**config.mk**
```make
export PLATFORM = sky130hd
export DESIGN_NAME = gf32_log_alu
export DESIGN_NICKNAME = d
export VERILOG_FILES = /design/src/rtl/gf32_log_alu.sv
export SDC_FILE = /design/constraint.sdc
export NUM_CORES = 1
export LEC_CHECK = 0
export BUFFER_PORTS_ARGS = -buffer_cell sky130_fd_sc_hd__buf_2
export CORE_UTILIZATION = 40
export DETAILED_ROUTE_END_ITERATION = 7
export GPL_TIMING_DRIVEN = 0
export PLACE_DENSITY = 0.57
export SYNTH_ARGS = -nofsm -noshare
export SYNTH_HDL_FRONTEND = slang
export SYNTH_SLANG_ARGS = --single-unit
export TNS_END_PERCENT = 100
```
**constraint.sdc**
```tcl
create_clock -name clk -period 0.98 [get_ports clk]
set_clock_uncertainty 0.1 [all_clocks]
set_input_delay 0.147 -clock clk [delete_from_list [all_inputs] [get_ports clk]]
set_output_delay 0.147 -clock clk [all_outputs]
set_load 0.05 [all_outputs]
```
**src/rtl/gf32_log_alu.sv**
```systemverilog
module gf32_log_alu #(
  parameter int M = 5,
  parameter logic [M-1:0] POLY_LOW = 5'b00101,
  parameter int OPW = 3
) (
  input  logic           clk,
  input  logic           rst_n,
  input  logic           in_valid,
  input  logic [OPW-1:0] op,
  input  logic [M-1:0]   a_val,
  input  logic           a_zero,
  input  logic [M-1:0]   b_val,
  input  logic           b_zero,
  output logic           out_valid,
  output logic           out_zero,
  output logic           out_err,
  output logic [M-1:0]   out_exp,
  output logic [M-1:0]   out_tup
);
  localparam int N    = (1 << M) - 1;
  localparam int SW   = M + 1;
  localparam int NTAB = 1 << M;
  localparam int NFLD = 1 << SW;

  localparam logic [OPW-1:0] OP_MUL = OPW'(0);
  localparam logic [OPW-1:0] OP_DIV = OPW'(1);
  localparam logic [OPW-1:0] OP_ADD = OPW'(2);
  localparam logic [OPW-1:0] OP_LOG = OPW'(3);
  localparam logic [OPW-1:0] OP_EXP = OPW'(4);

  function automatic logic [M-1:0] pow_const(input int e);
    logic [M-1:0] t;
    t = M'(1);
    for (int i = 0; i < e; i++)
      t = t[M-1] ? ({t[M-2:0], 1'b0} ^ POLY_LOW) : {t[M-2:0], 1'b0};
    return t;
  endfunction

  function automatic logic [M-1:0] log_const(input int v);
    logic [M-1:0] r;
    r = '0;
    for (int i = 0; i < N; i++)
      if (pow_const(i) == M'(v)) r = M'(i);
    return r;
  endfunction

  logic [M-1:0] pow_rom  [NTAB];
  logic [M-1:0] log_rom  [NTAB];
  logic [M-1:0] fold_rom [NFLD];

  for (genvar i = 0; i < NTAB; i++) begin : g_tab
    assign pow_rom[i] = pow_const(i);
    assign log_rom[i] = log_const(i);
  end

  for (genvar s = 0; s < NFLD; s++) begin : g_fold
    assign fold_rom[s] = (s >= N) ? M'(s - N) : M'(s);
  end

  logic [M-1:0]  ta, tb, tx;
  logic [SW-1:0] sum, diff;

  assign ta   = a_zero ? '0 : pow_rom[a_val];
  assign tb   = b_zero ? '0 : pow_rom[b_val];
  assign tx   = ta ^ tb;
  assign sum  = {1'b0, a_val} + {1'b0, b_val};
  assign diff = {1'b0, a_val} + SW'(N) - {1'b0, b_val};

  logic         nz, nerr;
  logic [M-1:0] ne;

  always_comb begin
    nz   = 1'b0;
    nerr = 1'b0;
    ne   = '0;
    case (op)
      OP_MUL: begin
        nz = !a_zero && !b_zero;
        ne = fold_rom[sum];
      end
      OP_DIV: begin
        nerr = b_zero;
        nz   = !a_zero && !b_zero;
        ne   = fold_rom[diff];
      end
      OP_ADD: begin
        nz = tx != '0;
        ne = log_rom[tx];
      end
      OP_LOG: begin
        nz = !a_zero && a_val != '0;
        ne = log_rom[a_val];
      end
      OP_EXP: begin
        nz = !a_zero;
        ne = fold_rom[{1'b0, a_val}];
      end
      default: nerr = 1'b1;
    endcase
  end

  always_ff @(posedge clk or negedge rst_n) begin
    if (!rst_n) begin
      out_valid <= 1'b0;
      out_zero  <= 1'b0;
      out_err   <= 1'b0;
      out_exp   <= '0;
      out_tup   <= '0;
    end else begin
      out_valid <= in_valid;
      if (in_valid) begin
        out_zero <= !nz;
        out_err  <= nerr;
        out_exp  <= nz ? ne : '0;
        out_tup  <= nz ? pow_rom[ne] : '0;
      end
    end
  end
endmodule

```
==> results of run 1 <==
[path summary, 6_finish.rpt]
kind / endpoint / cells past startpoint / slack [ns]
setup / recovery: out_tup[1] / 18 / -2.53
hold / removal: out_valid / 1 / 0.02
setup reg to reg: out_tup[0] / 3 / -0.06
hold reg to reg: out_zero / 1 / 0.45
max in group asynchronous: out_tup[0] / 2 / 0.34
min in group asynchronous: out_err / 2 / 0.22
[flip-flops by register name (all words and copies together), names as in the netlist]
signal / cells
out_exp: 5
out_tup: 5
out_err: 1
out_valid: 1
out_zero: 1
[timing repair]
item	4_1_cts	5_1_grt
setup endpoints to repair	24	24
hold buffers	1	0
gates resized for setup	98	56
setup buffers	58	17
cloned	0	1
pin swaps	35	22
hold endpoints to repair	13	0
[cell families after synthesis]
| family | Yosys count | share of synthesized area |
|---|---|---|
| and+or+nand+nor | 161 | 0.239 |
| AOI/OAI and AO/OA | 156 | 0.326 |
| buffers and inverters | 54 | 0.0696 |
| adders and majority gates | 49 | 0.173 |
| muxes | 19 | 0.0596 |
| xor gates and xnor gates | 13 | 0.0427 |
| DFF | 13 | 0.0896 |
[per-stage QoR]
stage | cell area (um^2) | utilization | hold slack (ns) | worst slack (ns)
3_5_place_dp | 4080 | 0.465 | -0.0568 | -3.46
6_report | 5420 | 0.619 | 0.0222 | -2.53
3_3_place_gp | 4080 | 0.465 | -0.0587 | -3.46
4_1_cts | 4990 | 0.569 | 0.0110 | -2.44
5_1_grt | 5420 | 0.619 | 0.0189 | -2.67
2_1_floorplan | 3790 | - | -0.249 | -2.58
[report_power, final]
group | total [uW] | switching, uW | internal (uW)
Combinational | 4410 | 2370 | 2040
Clock | 467 | 180 | 287
Sequential | 654 | 49.4 | 604
Total | 5530 | 2600 | 2940
[routing by layer]
| layer | GRT usage | vias to the layer above |
|---|---|---|
| met5 | 0 | - |
| met4 | 0.0520 | 0 |
| met3 | 0.0122 | 20 |
| met2 | 0.413 | 164 |
| met1 | 0.340 | 1936 |
| li1 | - | 1961 |
[layout by cell type, fill, tap and decap left out, drive strengths merged, types with 9 or more instances in the layout]
cell type	instances
dfrtp	13
nor3	20
nand2	36
ha	47
buf	121
a21oi	31
o21ai	24
a211oi	10
inv	31
xnor2	9
mux2i	10
nand2b	18
nor2b	10
nand3	13
nor2	31
[area by class of cell]
type | count | share of cell area
Timing Repair Buffer | 105 | 0.172
Buffer | 19 | 0.0316
Inverter | 35 | 0.0321
Sequential cell | 13 | 0.0600
Multi-Input combinational cell | 399 | 0.671
Clock buffer | 4 | 0.00831
Tap cell | 108 | 0.0249
==> flow_summary.ini, run 1 <==
[detailed_routing]
drtAntennaViolNets = 0
wl_per_cell_um = 17.8
drt_first_pass_iters = 5
routed.top_layer = met4
wl_met2_um = 5950
via_count = 4081
wl_met3_um = 568
wl_um = 12200
vias_per_cell = 5.98
wl_met1_um = 5510
drt-initial-drc-count = 244
drc_errors = 0

[critical_path]
cp_slowest_cell = a211o_4
arrival_ns = 3.53
worstReg2RegStart = out_tup[0]
critical_path.top_delay_family = compound AO/OA/AOI/OAI gates
worstPathCellList = buf_12 > buf_8 > inv_8 > ha_4 > and2b_2 > nor3_4 > o32ai_4 > xor2_2 > inv_2 > ha_4 > inv_4 > nor3_2 > a311o_1 > a211o_4 > buf_6 > nor3_1 > nor4_2 > a221o_1
max_stage_delay_ns = 0.40
critPathBufInv = 6
crit_start = a_val[0]
critical_path_peak_fanout = 10
crit_type = in -> reg
startpoint_type = input pin
crit_path_end_kind = flop
crit_top_cell = ha_4
cp.required_ns = 1.00

[yosys]
yosys.area.top_type = ha_1
yosysMostFrequentCell = ha_1
synth.distinct_cells = 89
synth_nets = 532
ys_seq_elements = 13
syn_inst = 465
synthTopCellsByArea = ha_1 16%, dfrtp_1 9.0%, a21oi_1 4.3%, nand2_1 3.7%, nand2b_1 3.1%
synthArstFlopShare = 1.00
synth_common_cells = 47 x ha_1, 36 x nand2_1, 31 x a21oi_1
synth_edf_count = 0
syn_area_um2 = 3630
yosys_warnings = 0
synthFlopType = dfrtp_1
ys_seq_area_frac = 0.0896
synth_top_area_frac = 0.162
avgSynthCellArea_um2 = 7.81

[timing]
min_period_ns = 3.51
fmax_ghz = 0.285
relSlewSlack = 0.559
worstMarginPinSlew_ns = 0.645
setup-violations-final = 24
rsz0062_at_grt = true
report.final.slew_viol_count = 0
hold_violations = 0
fin_setup_tns_ns = -24.30
finalWorstSetupSlack_ns = -2.53
fin_crit_sh = 3.58

[final_layout]
layout.nets = 643
multi_input_area_um2 = 3640
seq_area_um2 = 325
drive_gt1_frac = 0.417
antennaDiodeCount = 0
area_delta_synth_final_pct = 49.3
fin_cells = 683
fillCellCount = 747

[min_path]
hold_path.class = in -> reg
holdCritStartpoint = in_valid

[job]
drv_cap = 0

[global_routing]
grt_max_degree = 14
grt-ovfl-total = 0
antenna_found_initial = 0
grt_pass1_wl_um = 19100
grt_usage = 0.243
first_global_vias = 3800

[floorplan]
placement_rows = 34
design.core.area_um2 = 8760
start_util = 0.414
io_pins = 31
die_y_um = 97.3
die_width_um = 97.3
die-area_um2 = 9460

[placed_design]
gp_congestion = 0.925
place.detailed.hpwl_um = 8240
dpl.cell_count = 603
port_buffers = 30

[status]
status = finished with violations
violations = negative setup slack

[clocking]
clk_latency_ns = 0.24
numCtsBuffers = 3
cts_buffer_depth = 2
htreeDepth = 1
clock_sinks = 13
root_buffer = clkbuf_8
clk_pin_slew_worst_paths_ns = 0.05
tritoncts = built

[pwr]
power.total_uw = 5530
p_per_area_nw_per_um2 = 1020
p_leak_uw = 0.00229
peakVddDrop_uv = 430
(Power assumes the default switching activity.)
==> run 2, diff against run 1 <==
Settings changed: CORE_UTILIZATION 40 to 50, PLACE_DENSITY 0.57 to 0.69, SETUP_SLACK_MARGIN set to 0.3.
==> run 2 against run 1 <==
Effect of this change:
- the run ends with negative hold slack, negative setup slack left
- largest power group unchanged
- maximum frequency fell by 2.1%
- power rose by 7.3%
- clock power grew 3%
- register-to-register slack got worse by 0.02 ns
- critical path depth is 1 higher
- global-route usage up 8.8 points
- utilization rose by 20 points
- sequential cell count stayed put
- design area up 3.7%
- final cell count shrank 0.59%
- sequential power rose by 2%
- via count increased by 11%
==> flow_summary.ini, run 2 (synthesis gave the netlist of run 1 again) <==
[final_layout]
antennaDiodeCount = 0
fin_area_um2 = 5620
drive_gt1_frac = 0.468
final_cell_mix = 62 x buf_4, 40 x buf_6, 35 x nand2_1
fillCellCount = 422
top_regs = out_exp: 5 flops, out_tup: 5 flops
multi_input_area_um2 = 3750
final_common_cell = buf_4
area_delta_synth_final_pct = 54.9
utilization = 0.814
layout.nets = 651
seq_area_um2 = 340

[pwr]
peakVddDrop_uv = 496
power.internal_uw = 3110
seq_power_share = 0.113
p_per_area_nw_per_um2 = 1060
p_sw_uw = 2830
combPwrFrac = 0.807
p_leak_uw = 0.00233
pwr-share-clk = 0.081
switching_share = 0.477

[critical_path]
critPathBufInv = 7
crit_top_cell = buf_4
crit_type = in -> reg
reg2regPathDepth = 3
cp_slowest_cell = a211o_2
cp.required_ns = 1.00
startpoint_type = input pin
worstReg2RegStart = out_tup[0]
max_stage_delay_ns = 0.40
regToRegSetupSlack_ns = -0.08
reg2reg_to = out_tup[0]
worstPathCellList = buf_12 > buf_12 > inv_12 > ha_1 > a211o_1 > o32a_1 > a31oi_4 > xnor2_4 > buf_4 > buf_4 > nand2_1 > nand4_1 > o211ai_1 > a211o_2 > buf_6 > buf_4 > mux2_4 > and3_4 > a211o_1
critical_path.top_delay_family = compound AO/OA/AOI/OAI gates
crit_path_end_kind = flop
arrival_ns = 3.60
critical_path_peak_fanout = 8

[clocking]
root_buffer = clkbuf_8
tritoncts = built
cts_buffer_depth = 2
clock_sinks = 13
htreeDepth = 1
clk_pin_slew_worst_paths_ns = 0.05
numCtsBuffers = 3
clk_latency_ns = 0.25

[min_path]
hold_path.class = in -> async

[timing]
fmax_ghz = 0.279
fin_crit_sh = 3.66
finalWorstSetupSlack_ns = -2.60
relSlewSlack = 0.466
rsz0062_at_grt = true
worstMarginPinSlew_ns = 0.780
report.final.slew_viol_count = 0
min_period_ns = 3.58
worst_hold_slack_ns = -0.331
setup-violations-final = 24
hold_violations = 13

[status]
violations = negative hold slack, negative setup slack
status = finished with violations

[floorplan]
die_width_um = 87.2
die_y_um = 87.2
design.core.area_um2 = 6910
die-area_um2 = 7610
io_pins = 31
start_util = 0.526
placement_rows = 30

[detailed_routing]
wl_per_cell_um = 20.7
wl_met1_um = 5400
drt-initial-drc-count = 519
wl_met3_um = 1260
drt_first_pass_iters = 5
wl_met2_um = 6770
via_count = 4514
routed.top_layer = met4
drtAntennaViolNets = 0
drc_errors = 0
wl_um = 14000
vias_per_cell = 6.65

[global_routing]
first_global_vias = 4059
grt_max_degree = 14
grt-ovfl-total = 0
grt_usage = 0.331
grt_pass1_wl_um = 19900
antenna_found_initial = 0

[placed_design]
gp_congestion = 0.893
port_buffers = 30
place.detailed.hpwl_um = 7960
dpl-instance-area_um2 = 4080

[job]
drv_cap = 0
-- run 2: timing repair --
| item | CTS | global route |
|---|---|---|
| pin swaps | 39 | 24 |
| gates cloned | 0 | 2 |
| endpoints found under the hold margin | 13 | 13 |
| resized for setup | 117 | 72 |
| endpoints found under the setup margin | 25 | 25 |
| buffers inserted | 60 | 22 |
-- run 2: metrics by stage --
step                instances  total power, uW  hold slack, ns  setup TNS [ns]  setup slack [ns]
floorplan                 465             2950          -0.249          -23.63             -2.58
global placement          591             3550         -0.0594          -31.65             -3.39
detailed placement        591             3600         -0.0590          -31.90             -3.43
CTS                       655             5030          -0.311          -24.09             -2.46
global route              679             6230          -0.307          -27.30             -2.73
finish                    679             5940          -0.331          -25.85             -2.60
-- run 2: worst max-delay path by stage --
stage,start,to,slack (ns),cells after the start
CTS,a_val[0],out_tup[0],-2.46,19
global route,a_val[0],out_tup[0],-2.73,18
detailed placement,a_val[1],out_tup[4],-3.43,20
global placement,a_val[1],out_tup[4],-3.39,20
floorplan,a_val[1],out_tup[3],-2.58,17
finish,a_val[1],out_tup[0],-2.60,19
-- run 2: area by class of cell --
type	count	area share
plain buffers	19	0.0320
clock buffers	4	0.00801
inverters	35	0.0329
multi-input cells	399	0.667
flip-flops and latches	13	0.0605
well taps	96	0.0214
repair buffers	113	0.178
-- run 2: power by group through the flow --
| stage | Clock [uW] | Sequential (uW) | Combinational, uW |
|---|---|---|---|
| after global placement | 0 | 653 | 2900 |
| after global routing | 504 | 676 | 5050 |
| after floorplan | 0 | 894 | 2050 |
| after CTS | 462 | 664 | 3910 |
| final | 479 | 669 | 4790 |
| after detailed placement | 0 | 656 | 2950 |
-- run 2: layer usage --
metal,GRT usage,up-vias
met5,0,-
met4,0.118,0
met3,0.0332,73
met2,0.598,318
met1,0.406,2133
li1,-,1990
==> run 3, diff against run 2 <==
Settings changed: CTS_BUF_LIST set to sky130_fd_sc_hd__clkbuf_4 sky130_fd_sc_hd__clkbuf_8.
==> run 3 against run 2 <==
Effect of this change:
- the run still ends with negative hold slack, negative setup slack left
- sequential share of layout area barely moved
- die area did not move
- via count fell by 1.3%
- final cell count rose by 0.15%
- clock power rose by 9.2%
- largest power group unchanged
==> flow_summary.ini, run 3 (synthesis gave the netlist of run 1 again) <==
[floorplan]
placement_rows = 30
die_width_um = 87.2
io_pins = 31
start_util = 0.526
die-area_um2 = 7610
design.core.area_um2 = 6910
die_y_um = 87.2

[critical_path]
worstPathCellList = buf_12 > buf_4 > ha_4 > o21a_1 > a311oi_4 > nor4_4 > buf_4 > buf_4 > xnor2_4 > buf_4 > nand2_2 > a41oi_2 > o21a_1 > nand4_4 > buf_6 > ha_4 > mux2i_1 > nand2_1 > a32oi_1 > o21ai_1
critical_path.top_delay_family = compound AO/OA/AOI/OAI gates
crit_path_end_kind = flop
startpoint_type = input pin
arrival_ns = 3.61
crit_top_cell = buf_4
cp.required_ns = 1.00
crit_type = in -> reg
critPathBufInv = 6
max_stage_delay_ns = 0.31
critical_path_peak_fanout = 7
cp_slowest_cell = a311oi_4

[timing]
worstMarginPinSlew_ns = 0.774
fmax_ghz = 0.278
min_period_ns = 3.59
finalWorstSetupSlack_ns = -2.61
rsz0062_at_grt = true
setup-violations-final = 24
report.final.slew_viol_count = 0
worst_hold_slack_ns = -0.329
fin_setup_tns_ns = -26.14
fin_crit_sh = 3.67
hold_violations = 13
relSlewSlack = 0.471

[job]
drv_cap = 0

[clocking]
clk_latency_ns = 0.25
numCtsBuffers = 3
cts_buffer_depth = 2
clock_sinks = 13
tritoncts = built
root_buffer = clkbuf_8
clk_pin_slew_worst_paths_ns = 0.06
htreeDepth = 1

[min_path]
hold_path.class = in -> async

[global_routing]
grt_pass1_wl_um = 19900
grt_usage = 0.331
antenna_found_initial = 0
grt-ovfl-total = 0
first_global_vias = 4028
grt_max_degree = 14

[final_layout]
fillCellCount = 426
area_delta_synth_final_pct = 53.8
drive_gt1_frac = 0.462
final_cell_mix = 61 x buf_4, 42 x buf_6, 34 x nand2_1
multi_input_area_um2 = 3690
fin_area_um2 = 5580
top_regs = out_exp: 5 flops, out_tup: 5 flops
seq_area_um2 = 340
final_common_cell = buf_4
layout.nets = 652
antennaDiodeCount = 0

[detailed_routing]
wl_per_cell_um = 20.3
drt_first_pass_iters = 5
via_count = 4456
drc_errors = 0
vias_per_cell = 6.55
wl_um = 13800
drt-initial-drc-count = 487
drtAntennaViolNets = 0

[status]
status = finished with violations
violations = negative hold slack, negative setup slack

[pwr]
power.total_uw = 5950
p_per_area_nw_per_um2 = 1060
peakVddDrop_uv = 514
p_leak_uw = 0.00233

[placed_design]
gp_congestion = 0.893
place.detailed.hpwl_um = 7960
port_buffers = 30
dpl-instance-area_um2 = 4080
## run 3: cell types whose count changed in the layout (fill, tap and decap cells not counted), sizes merged
| cell | before | now |
|---|---|---|
| clkinv | 2 | 1 |
| inv | 31 | 32 |
| clkbuf | 7 | 6 |
| buf | 129 | 132 |
| xnor2 | 9 | 8 |
## run 3: final cells by class
type                    instances  area share
well taps                      96      0.0215
multi-input cells             398       0.660
repair buffers                115       0.184
clock buffers                   4     0.00874
flip-flops and latches         13      0.0609
inverters                      35      0.0323
plain buffers                  19      0.0323
## run 3: routing by layer
layer,routed length [um],GRT usage,share of wire,up-vias
met4,764,0.116,0.055,0
li1,-,-,-,1981
met3,1080,0.0294,0.078,96
met2,6640,0.597,0.48,307
met5,0,0,0,-
met1,5310,0.411,0.39,2072
## run 3: final timing paths
kind / start / endpoint / slack, ns / cells after the start
max in group asynchronous: rst_n / out_tup[4] / 0.86 / 1
min in group clk: in_valid / out_valid / 0.01 / 1
min reg2reg: out_exp[0] / out_exp[0] / 0.41 / 1
min: rst_n / out_tup[2] / -0.33 / 1
max reg2reg: out_tup[3] / out_tup[3] / -0.09 / 3
max: a_val[1] / out_tup[3] / -2.61 / 20
## run 3: power by group
part	leakage, uW	switching (uW)	total, uW	internal [uW]
sequential	0.000154	62.3	677	615
clock	0.0000262	207	523	316
combinational	0.00215	2540	4750	2200
total	0.00233	2810	5950	3130
## run 3: per-stage QoR
step,cells,utilization,setup WS [ns]
after floorplan,465,-,-2.58
after CTS,655,0.733,-2.46
after global placement,591,0.591,-3.39
final,680,0.809,-2.61
after global routing,680,0.809,-2.76
after detailed placement,591,0.591,-3.43
## run 3: what timing repair did
item | CTS | global route
pin swaps | 39 | 22
buffers inserted | 60 | 24
hold endpoints to repair | 13 | 13
gates cloned | 0 | 1
resized for setup | 117 | 64
endpoints found under the setup margin | 25 | 25
